--- config.mk ---
export PLATFORM = sky130hd
export DESIGN_NAME = hoist_guard
export DESIGN_NICKNAME = d
export VERILOG_FILES = /design/src/rtl/hg_pkg.sv /design/src/rtl/hg_entry.sv /design/src/rtl/hg_victim.sv /design/src/rtl/hg_lookup.sv /design/src/rtl/hoist_guard.sv
export SDC_FILE = /design/constraint.sdc
export NUM_CORES = 2
export LEC_CHECK = 0
export BUFFER_PORTS_ARGS = -buffer_cell sky130_fd_sc_hd__clkbuf_2
export CAP_MARGIN = 20
export CORE_MARGIN = 2
export CORE_UTILIZATION = 55
export DETAILED_ROUTE_END_ITERATION = 8
export PLACE_DENSITY = 0.79
export SYNTH_ARGS = -nofsm -noshare
export SYNTH_HDL_FRONTEND = slang
export SYNTH_SLANG_ARGS = --single-unit
--- constraint.sdc ---
create_clock -name clk -period 4.3 [get_ports clk]
set_input_delay 0 -clock clk [delete_from_list [all_inputs] [get_ports clk]]
set_output_delay 0 -clock clk [all_outputs]
set_load 0.005 [all_outputs]
--- src/rtl/hg_pkg.sv ---
package hg_pkg;
    typedef enum logic {
        ENT_EMPTY,
        ENT_LIVE
    } ent_state_t;

    typedef enum logic [1:0] {
        RSP_IDLE,
        RSP_HIT,
        RSP_MISS
    } rsp_state_t;

    localparam int SZ_W = 2;

    function automatic logic [3:0] span_bytes(input logic [SZ_W-1:0] code);
        return 4'd1 << code;
    endfunction
endpackage

--- src/rtl/hg_entry.sv ---
module hg_entry
    import hg_pkg::*;
#(
    parameter int REG_W  = 7,
    parameter int ADDR_W = 32
) (
    input  logic              clk,
    input  logic              rst_n,
    input  logic              clr,
    input  logic              wr,
    input  logic [REG_W-1:0]  new_reg,
    input  logic [ADDR_W-1:0] new_addr,
    input  logic [SZ_W-1:0]   new_size,
    input  logic              st_valid,
    input  logic [ADDR_W-1:0] st_addr,
    input  logic [SZ_W-1:0]   st_size,
    input  logic [REG_W-1:0]  chk_reg,
    input  logic              chk_kill,
    output logic              live,
    output logic              ins_match,
    output logic              chk_match
);
    localparam int EXT_W = ADDR_W + 1;

    ent_state_t        state, state_nxt;
    logic [REG_W-1:0]  tag_reg;
    logic [ADDR_W-1:0] tag_addr;
    logic [SZ_W-1:0]   tag_size;
    logic [EXT_W-1:0]  e_lo, e_end, s_lo, s_end;
    logic              st_overlap;

    always_comb begin
        e_lo       = {1'b0, tag_addr};
        e_end      = e_lo + EXT_W'(span_bytes(tag_size));
        s_lo       = {1'b0, st_addr};
        s_end      = s_lo + EXT_W'(span_bytes(st_size));
        st_overlap = st_valid && (s_lo < e_end) && (e_lo < s_end);
    end

    // next state: clear beats write, write beats any kill
    always_comb begin
        state_nxt = state;
        if (clr) begin
            state_nxt = ENT_EMPTY;
        end else if (wr) begin
            state_nxt = ENT_LIVE;
        end else begin
            unique case (state)
                ENT_EMPTY: state_nxt = ENT_EMPTY;
                ENT_LIVE:  if (st_overlap || chk_kill) state_nxt = ENT_EMPTY;
                default:   state_nxt = ENT_EMPTY;
            endcase
        end
    end

    always_ff @(posedge clk) begin
        if (!rst_n) state <= ENT_EMPTY;
        else        state <= state_nxt;
    end

    always_ff @(posedge clk) begin
        if (!rst_n) begin
            tag_reg  <= '0;
            tag_addr <= '0;
            tag_size <= '0;
        end else if (wr && !clr) begin
            tag_reg  <= new_reg;
            tag_addr <= new_addr;
            tag_size <= new_size;
        end
    end

    always_comb begin
        live      = (state == ENT_LIVE);
        ins_match = live && (tag_reg == new_reg);
        chk_match = live && (tag_reg == chk_reg);
    end

    // an overlapping store with no rescuing write empties the slot
    p_store_kill_r4: assert property (@(posedge clk) disable iff (!rst_n)
        (live && st_overlap && !wr && !clr) |=> !live);
endmodule

--- src/rtl/hg_victim.sv ---
module hg_victim #(
    parameter int ENTRIES = 16
) (
    input  logic               clk,
    input  logic               rst_n,
    input  logic               alloc,
    output logic [ENTRIES-1:0] onehot
);
    localparam int IDX_W = (ENTRIES > 1) ? $clog2(ENTRIES) : 1;
    localparam logic [IDX_W-1:0] LAST = IDX_W'(ENTRIES - 1);

    logic [IDX_W-1:0] ptr;

    always_ff @(posedge clk) begin
        if (!rst_n)     ptr <= '0;
        else if (alloc) ptr <= (ptr == LAST) ? '0 : ptr + 1'b1;
    end

    for (genvar gi = 0; gi < ENTRIES; gi++) begin : g_dec
        assign onehot[gi] = (ptr == IDX_W'(gi));
    end

    // each allocation steps the pointer by one with wrap
    p_victim_step_r3: assert property (@(posedge clk) disable iff (!rst_n)
        alloc |=> (ptr == (($past(ptr) == LAST) ? '0 : $past(ptr) + 1'b1)));
endmodule

--- src/rtl/hg_lookup.sv ---
module hg_lookup
    import hg_pkg::*;
#(
    parameter int ENTRIES = 16,
    parameter int REG_W   = 7
) (
    input  logic               clk,
    input  logic               rst_n,
    input  logic               chk_valid,
    input  logic [REG_W-1:0]   chk_reg,
    input  logic               chk_clear,
    input  logic [ENTRIES-1:0] chk_match,
    output logic [ENTRIES-1:0] chk_kill,
    output logic               chk_done,
    output logic               chk_hit,
    output logic               poison_valid,
    output logic [REG_W-1:0]   poison_reg
);
    rsp_state_t       state, state_nxt;
    logic [REG_W-1:0] reg_q;

    always_comb begin
        state_nxt = RSP_IDLE;
        unique case (state)
            RSP_IDLE, RSP_HIT, RSP_MISS: begin
                if (chk_valid) state_nxt = (|chk_match) ? RSP_HIT : RSP_MISS;
                else           state_nxt = RSP_IDLE;
            end
            default: state_nxt = RSP_IDLE;
        endcase
    end

    always_ff @(posedge clk) begin
        if (!rst_n) state <= RSP_IDLE;
        else        state <= state_nxt;
    end

    always_ff @(posedge clk) begin
        if (!rst_n)         reg_q <= '0;
        else if (chk_valid) reg_q <= chk_reg;
    end

    always_comb begin
        chk_kill     = (chk_valid && chk_clear) ? chk_match : '0;
        chk_done     = (state != RSP_IDLE);
        chk_hit      = (state == RSP_HIT);
        poison_valid = (state == RSP_MISS);
        poison_reg   = reg_q;
    end

    // every request is answered in the following cycle
    p_resp_follows_r2: assert property (@(posedge clk) disable iff (!rst_n)
        chk_valid |=> chk_done);
    // a register never matches two live slots
    p_chk_unique_r8: assert property (@(posedge clk) disable iff (!rst_n)
        $onehot0(chk_match));
endmodule

--- src/rtl/hoist_guard.sv ---
module hoist_guard
    import hg_pkg::*;
#(
    parameter int ENTRIES = 16,
    parameter int REG_W   = 7,
    parameter int ADDR_W  = 32
) (
    input  logic              clk,
    input  logic              rst_n,
    input  logic              clr_all,
    input  logic              ins_valid,
    input  logic [REG_W-1:0]  ins_reg,
    input  logic [ADDR_W-1:0] ins_addr,
    input  logic [1:0]        ins_size,
    input  logic              st_valid,
    input  logic [ADDR_W-1:0] st_addr,
    input  logic [1:0]        st_size,
    input  logic              chk_valid,
    input  logic [REG_W-1:0]  chk_reg,
    input  logic              chk_clear,
    output logic              chk_done,
    output logic              chk_hit,
    output logic              poison_valid,
    output logic [REG_W-1:0]  poison_reg
);
    logic [ENTRIES-1:0] live_vec, ins_match, chk_match, chk_kill, victim, wr_sel;
    logic               reuse, alloc;

    always_comb begin
        reuse  = |ins_match;
        alloc  = ins_valid && !clr_all && !reuse;
        wr_sel = (ins_valid && !clr_all) ? (reuse ? ins_match : victim) : '0;
    end

    hg_victim #(.ENTRIES(ENTRIES)) u_victim (
        .clk    (clk),
        .rst_n  (rst_n),
        .alloc  (alloc),
        .onehot (victim)
    );

    for (genvar gi = 0; gi < ENTRIES; gi++) begin : g_slot
        hg_entry #(.REG_W(REG_W), .ADDR_W(ADDR_W)) u_entry (
            .clk       (clk),
            .rst_n     (rst_n),
            .clr       (clr_all),
            .wr        (wr_sel[gi]),
            .new_reg   (ins_reg),
            .new_addr  (ins_addr),
            .new_size  (ins_size),
            .st_valid  (st_valid),
            .st_addr   (st_addr),
            .st_size   (st_size),
            .chk_reg   (chk_reg),
            .chk_kill  (chk_kill[gi]),
            .live      (live_vec[gi]),
            .ins_match (ins_match[gi]),
            .chk_match (chk_match[gi])
        );
    end

    hg_lookup #(.ENTRIES(ENTRIES), .REG_W(REG_W)) u_lookup (
        .clk          (clk),
        .rst_n        (rst_n),
        .chk_valid    (chk_valid),
        .chk_reg      (chk_reg),
        .chk_clear    (chk_clear),
        .chk_match    (chk_match),
        .chk_kill     (chk_kill),
        .chk_done     (chk_done),
        .chk_hit      (chk_hit),
        .poison_valid (poison_valid),
        .poison_reg   (poison_reg)
    );

    // clear-all leaves no slot live
    p_clear_all_r9: assert property (@(posedge clk) disable iff (!rst_n)
        clr_all |=> (live_vec == '0));
    // a register is held by at most one slot, so reuse is unambiguous
    p_ins_unique_r5: assert property (@(posedge clk) disable iff (!rst_n)
        $onehot0(ins_match));
endmodule

# ---- Word-level counts from Yosys, hierarchy flattened
# Index checks and enable logic that the tools add are counted.
# Widths: inputs -> output; s select.
dict set report word_totals {
  reg_bits 685
  input_bits 89
  out_inout_bits 10
  word_cells 362
}
dict set report classes {
  add_sub_neg 18
  order_cmp 32
  n_eq_ne 49
  shifts 17
  mux 53
  bitwise 17
  n_reduce_logical 109
}
# operator n
set op_table {}
lappend op_table {{$lt 32x33->1} 32}
lappend op_table {{$add 32x4->33} 17}
lappend op_table {{$eq 7x7->1} 32}
lappend op_table {{$logic_and 1x1->1} 83}
lappend op_table {{$shl 1x2->4 const A} 17}
lappend op_table {{$mux 16} 3}
lappend op_table {{$eq 4x4->1 const B} 8}
lappend op_table {{$mux 1} 32}
lappend op_table {{$pmux 1 s2} 16}
lappend op_table {{$reduce_or 16->1} 2}
lappend op_table {{$not 1->1} 17}
lappend op_table {{$eq 4x3->1 const B} 4}
lappend op_table {{$logic_or 1x1->1} 16}
lappend op_table {{$eq 4x2->1 const B} 2}
lappend op_table {{$add 4x1->4 const B} 1}
lappend op_table {{$eq 4x1->1 const B} 1}
lappend op_table {{$logic_not 4->1} 1}
lappend op_table {{$mux 4} 1}
lappend op_table {{$reduce_and 3->1} 1}
lappend op_table {{$reduce_or 3->1} 1}
lappend op_table {{$eq 2x1->1 const B} 1}
lappend op_table {{$eq 2x2->1 const B} 1}
lappend op_table {{$logic_not 1->1} 2}
lappend op_table {{$logic_not 2->1} 1}
lappend op_table {{3 further kinds} 3}

# ---- Logic depth before layout (Yosys ltp)
dict set report logic_depth {
  word_depth 9
  ltp_mapped 20
  depth_no_buf 20
}

# ---- Hierarchy
# From an unflattened synthesis, not the netlist that was laid out.
dict set report hier_totals {
  hier_cells 9186
  hier_area_um2 71927.7
}
# mod instances cells_each area_per_inst_um2 seq_area_each_um2
set modules_own_cells {}
lappend modules_own_cells {{hg_entry at g_slot[14].u_entry ...} 7 564 4423.0 840.8}
lappend modules_own_cells {{hg_entry at g_slot[0].u_entry ...} 6 562 4383.0 840.8}
lappend modules_own_cells {{hg_entry at g_slot[9].u_entry} 1 573 4510.6 840.8}
lappend modules_own_cells {{hg_entry at g_slot[13].u_entry} 1 567 4479.3 840.8}
lappend modules_own_cells {{hg_entry at g_slot[3].u_entry} 1 563 4393.0 840.8}
lappend modules_own_cells {hg_lookup 1 55 541.8 180.2}
lappend modules_own_cells {hoist_guard 1 65 375.4 0.0}
lappend modules_own_cells {hg_victim 1 43 369.1 80.1}

# ---- Worst setup path before layout
# OpenSTA, ideal clock, no wires.
dict set report synth_path {
  path_kind {input to register}
  startpoint {input port st_size[1]}
  endpoint {register g_slot[6].u_entry.state}
  setup_time_ps 120
  arrival_time_ps 4196
  path_slack_ps -16
  cell_stages 20
  path_buffers 1
  cell_sequence {nor2_1 > ha_1 > inv_1 > fa_1 > nand2b_1 > a21oi_1 > or4b_1 > buf_2 > nor2_1 > nand2_1 > xor2_1 > ha_1 > a21o_1 > a21o_1 > a21oi_1 > o21a_1 > o221ai_1 > a31o_1 > a211oi_1 > nor2_1}
}
dict set report synth_between {
  elab_chain_len 8
}
# element line
set synth_lines {}
lappend synth_lines {{from (decl)} hoist_guard.sv:17} ;# input logic [1:0] st_size,
lappend synth_lines {{$shl 1x2->4} hg_pkg.sv:16} ;# return 4'd1 << code;
lappend synth_lines {{$add 32x4->33} hg_entry.sv:36} ;# s_end = s_lo + EXT_W'(span_bytes(st_size));
lappend synth_lines {{$lt 32x33->1} hg_entry.sv:37} ;# st_overlap = st_valid && (s_lo < e_end) && (e_lo < s_end);
lappend synth_lines {{$logic_and 1x1->1} hg_entry.sv:37}
lappend synth_lines {{$logic_or 1x1->1} hg_entry.sv:50} ;# ENT_LIVE: if (st_overlap || chk_kill) state_nxt = ENT_EMPTY;
lappend synth_lines {{$mux 1} hg_entry.sv:50}
lappend synth_lines {{$pmux 1 s2} hg_entry.sv:48} ;# unique case (state)
lappend synth_lines {{$mux 1} hg_entry.sv:45} ;# end else if (wr) begin
lappend synth_lines {{to (signal assigned)} hg_entry.sv:58} ;# else state <= state_nxt;
lappend synth_lines {{to (decl)} hg_entry.sv:25} ;# ent_state_t state, state_nxt;
# No other way between the ends.
# A chain may end at the register's enable or synchronous reset.

# ---- Final worst setup path
dict set report layout_path {
  startpoint {register g_slot[13].u_entry.tag_size[0]}
  endpoint {register g_slot[13].u_entry.state}
}
dict set report layout_between {
  elab_chain_len 9
}
# element line
set layout_lines {}
lappend layout_lines {{from (decl)} hg_entry.sv:28} ;# logic [SZ_W-1:0] tag_size;
lappend layout_lines {{from (signal assigned)} hg_entry.sv:69} ;# tag_size <= new_size;
lappend layout_lines {{$shl 1x2->4} hg_pkg.sv:16}
lappend layout_lines {{$add 32x4->33} hg_entry.sv:34} ;# e_end = e_lo + EXT_W'(span_bytes(tag_size));
lappend layout_lines {{$lt 32x33->1} hg_entry.sv:37}
lappend layout_lines {{$logic_and 1x1->1 (2 in series)} hg_entry.sv:37}
lappend layout_lines {{$logic_or 1x1->1} hg_entry.sv:50}
lappend layout_lines {{$mux 1} hg_entry.sv:50}
lappend layout_lines {{$pmux 1 s2} hg_entry.sv:48}
lappend layout_lines {{$mux 1} hg_entry.sv:45}
lappend layout_lines {{to (signal assigned)} hg_entry.sv:58}
lappend layout_lines {{to (decl)} hg_entry.sv:25}
# No other way between the ends.

==> flow_summary.yaml <==
run_status:
  status: "finished, violations left"
  violations: "negative setup slack"
floorplanning:
  core_um2: 111000
  die_width_um: 337
  num_io_pins: 99
  fp.dieH_um: 337
  die_area_um2: 114000
  num_rows: 122
  initial_utilization: 0.553
drt:
  drt-vias-per-instance: 6.26
  drt_iter0_markers: 4120
  routedWlPerCell_um: 23.2
  num_vias: 54080
  dr.pass1.iters: 6
  final_antenna_net_count: 0
  drc: 0
  routed_wl_um: 200000
clock_tree:
  clock_sinks: 685
  cts_buffer_depth: 3
  cts_max_level: 3
  clkTransAtPathRegs_ns: 0.07
  cts_buffers: 83
  cts_tree: "done"
  clock_latency_ns: 0.69
  post_cts_buffers: 0
  ctsRootBufferMaster: "clkbuf_16"
sta:
  setup_viol: 1
  whs_ns: 0.0393
  hold_viol: 0
  fmax_ghz: 0.232
  slew_violations: 0
  slew_headroom: 0.142
  period_share: 1.00
  setup_slack_ns: -0.00427
  clock_skew_ns: 0.0329
  rsz0062_at_grt: "true"
  period_minus_slack_ns: 4.30
  tightest_slew_ns: 1.27
placed_design:
  dp_slack_ns: -0.412
  place.gp.congestion: 0.980
  io_buffers: 98
  dpl.hpwl_um: 148000
worst_hold_path:
  hp-class: "in2reg"
  hp-start: "ins_addr[17]"
synth:
  yosysWarnings: 0
  ys_ff_latch: 685
  synth_cell_types: 78
  async_flop_share: 0
  synth_flop_cell: "dfxtp_1"
  yosysSeqAreaShare: 0.224
  synth-edff-count: 0
  postSynthAreaPerCell_um2: 9.01
  netlist_area_um2: 61200
  netlist_instances: 6787
  syn-num-nets: 7957
setup_path:
  max_stage_delay_ns: 0.65
  crit_type: "reg2reg"
  cp-startpoint: "g_slot[13].u_entry.tag_size[0]$_SDFFE_PN0P_"
  timing.rr.start: "g_slot[13].u_entry.tag_size[0]$_SDFFE_PN0P_"
  start_kind: "flop"
  cpMostUsedCell: "a21oi_1"
  critPathMaxFanout: 5
  worstPathArrival_ns: 4.86
  required_ns: 4.86
  end_kind: "flop"
  crit_chain: "nor2b_1, ha_1, a21o_1, a21oi_1, o21bai_1, nand4_1, xor2_1, ha_1, nand2_1, nor2_1, a211oi_1, o21ai_0, a221oi_1, o21ai_0, a21oi_1, a21oi_1"
  cp_slowest_cell: "o21bai_1"
run:
  cap_violations: 0
global_route:
  grt_use_total: 0.344
  antenna_found_initial: 6
  grt-ovfl-total: 0
  first_global_vias: 54065
  grt_max_degree: 267
  grt_pass1_wl_um: 304000
pwr:
  p_switching_mw: 4.67
  power_switching_share: 0.284
  seq_power_share: 0.392
  powerDensity_nw_per_um2: 239
  p_leak_nw: 26.5
  p_int_mw: 11.7
  power.total_mw: 16.4
  ir_drop_uv: 324
  pwr-share-clk: 0.456
  pwr-share-comb: 0.152
layout:
  final_nets: 8248
  syn2layout_area_growth_pct: 12.4
  drive_above_1_share: 0.0924
  largest_reg_flops: 512
## critical path: cells and delay by family (launching register included)
kind            cells  cell delay, ns
compound gates      9            2.47
simple gates        4            0.61
fa+ha+maj           2            0.50
flops               1            0.40
xor+xnor            1            0.19
## layer usage
| layer | up-vias | GRT usage | share of wire |
|---|---|---|---|
| met2 | 2212 | 0.556 | 0.44 |
| met3 | 785 | 0.0593 | 0.079 |
| met5 | - | 0 | 0.00019 |
| met4 | 6 | 0.268 | 0.085 |
| met1 | 25885 | 0.406 | 0.39 |
| li1 | 25192 | - | - |
## path summary, 6_finish.rpt
kind,slack [ns],end,cells after the start
max,-0.004,g_slot[13].u_entry.live$_SDFF_PP0_,16
min reg2reg,0.53,u_lookup.poison_reg[3]$_SDFFE_PN0P_,2
min,0.04,g_slot[8].u_entry.tag_addr[17]$_SDFFE_PN0P_,3
max reg2reg,-0.004,g_slot[13].u_entry.live$_SDFF_PP0_,16
## kinds of logic after synthesis
family,count (synthesis),synth area share
AND/OR/NAND/NOR,2261,0.202
adder cells (fa/ha/maj),1081,0.223
AO/OA/AOI/OAI,1045,0.112
XOR/XNOR,735,0.105
flip-flops,685,0.224
multiplexers,663,0.109
buffers and inverters,317,0.0250
## cells in the final DEF (no fill, tap or decap), types with 30 or more instances in the layout
cell and n:
a211oi_1 51, a21o_1 237, a21oi_1 307, a31oi_1 32, and2_1 31, and3_1 85, and4_1 43, buf_12 37
buf_4 296, clkbuf_16 85, clkbuf_2 97, dfxtp_1 681, ha_1 1064, inv_1 76, mux2i_1 663, nand2_1 350
nand2b_1 59, nand3_1 219, nand4_1 272, nor2_1 300, nor2b_1 747, nor3_1 60, o211ai_1 30, o21ai_0 172
xnor2_1 370, xor2_1 340
## timing repair
item	CTS	global route
resized for setup	3	50
setup endpoints to repair	3	12
hold endpoints to repair	193	0
hold buffers	16	0
pin swaps	0	3
## Yosys cell counts (43+ instances only)
cell type,n,area [um^2]
nand3_1,220,1100
and3_1,85,532
nor2_1,304,1140
xor2_1,357,3130
nor3_1,64,320
clkbuf_1,137,514
dfxtp_1,685,13700
nand2_1,350,1310
nand4_1,272,1700
mux2i_1,663,6640
and4_1,43,377
a211oi_1,55,413
buf_4,60,450
xnor2_1,378,3310
nand2b_1,59,369
a21oi_1,312,1560
inv_1,76,285
o21ai_0,173,866
nor2b_1,753,4710
ha_1,1064,13300
a21o_1,237,1780
## final cells by class
class	instances	area, um^2
clock inverters	32	404
repair buffers	447	3620
diodes	2	5.00
clock buffers	118	2420
flip-flops and latches	685	13700
well taps	1488	1860
fillers	9137	41800
multi-input cells	5785	46400
inverters	76	285
## power groups by stage
stage          clock network (mW)  registers [mW]  logic (mW)
5_1_grt                      7.80            6.43        2.68
3_5_place_dp                    0            6.57        2.38
4_1_cts                      7.52            6.43        2.41
2_1_floorplan                   0            6.55        1.35
3_3_place_gp                    0            6.57        2.28
6_report                     7.48            6.43        2.49
## per-stage QoR
step	utilization	instance area, um^2	cells	TNS (ns)
global placement	0.593	65600	8465	-2.83
detailed placement	0.593	65600	8465	-3.77
CTS	0.620	68600	8631	0
global route	0.622	68700	8631	-0.111
finish	0.622	68800	8633	-0.00427
floorplan	-	61200	6787	0
No activity file was read; power rests on OpenSTA's default activity.
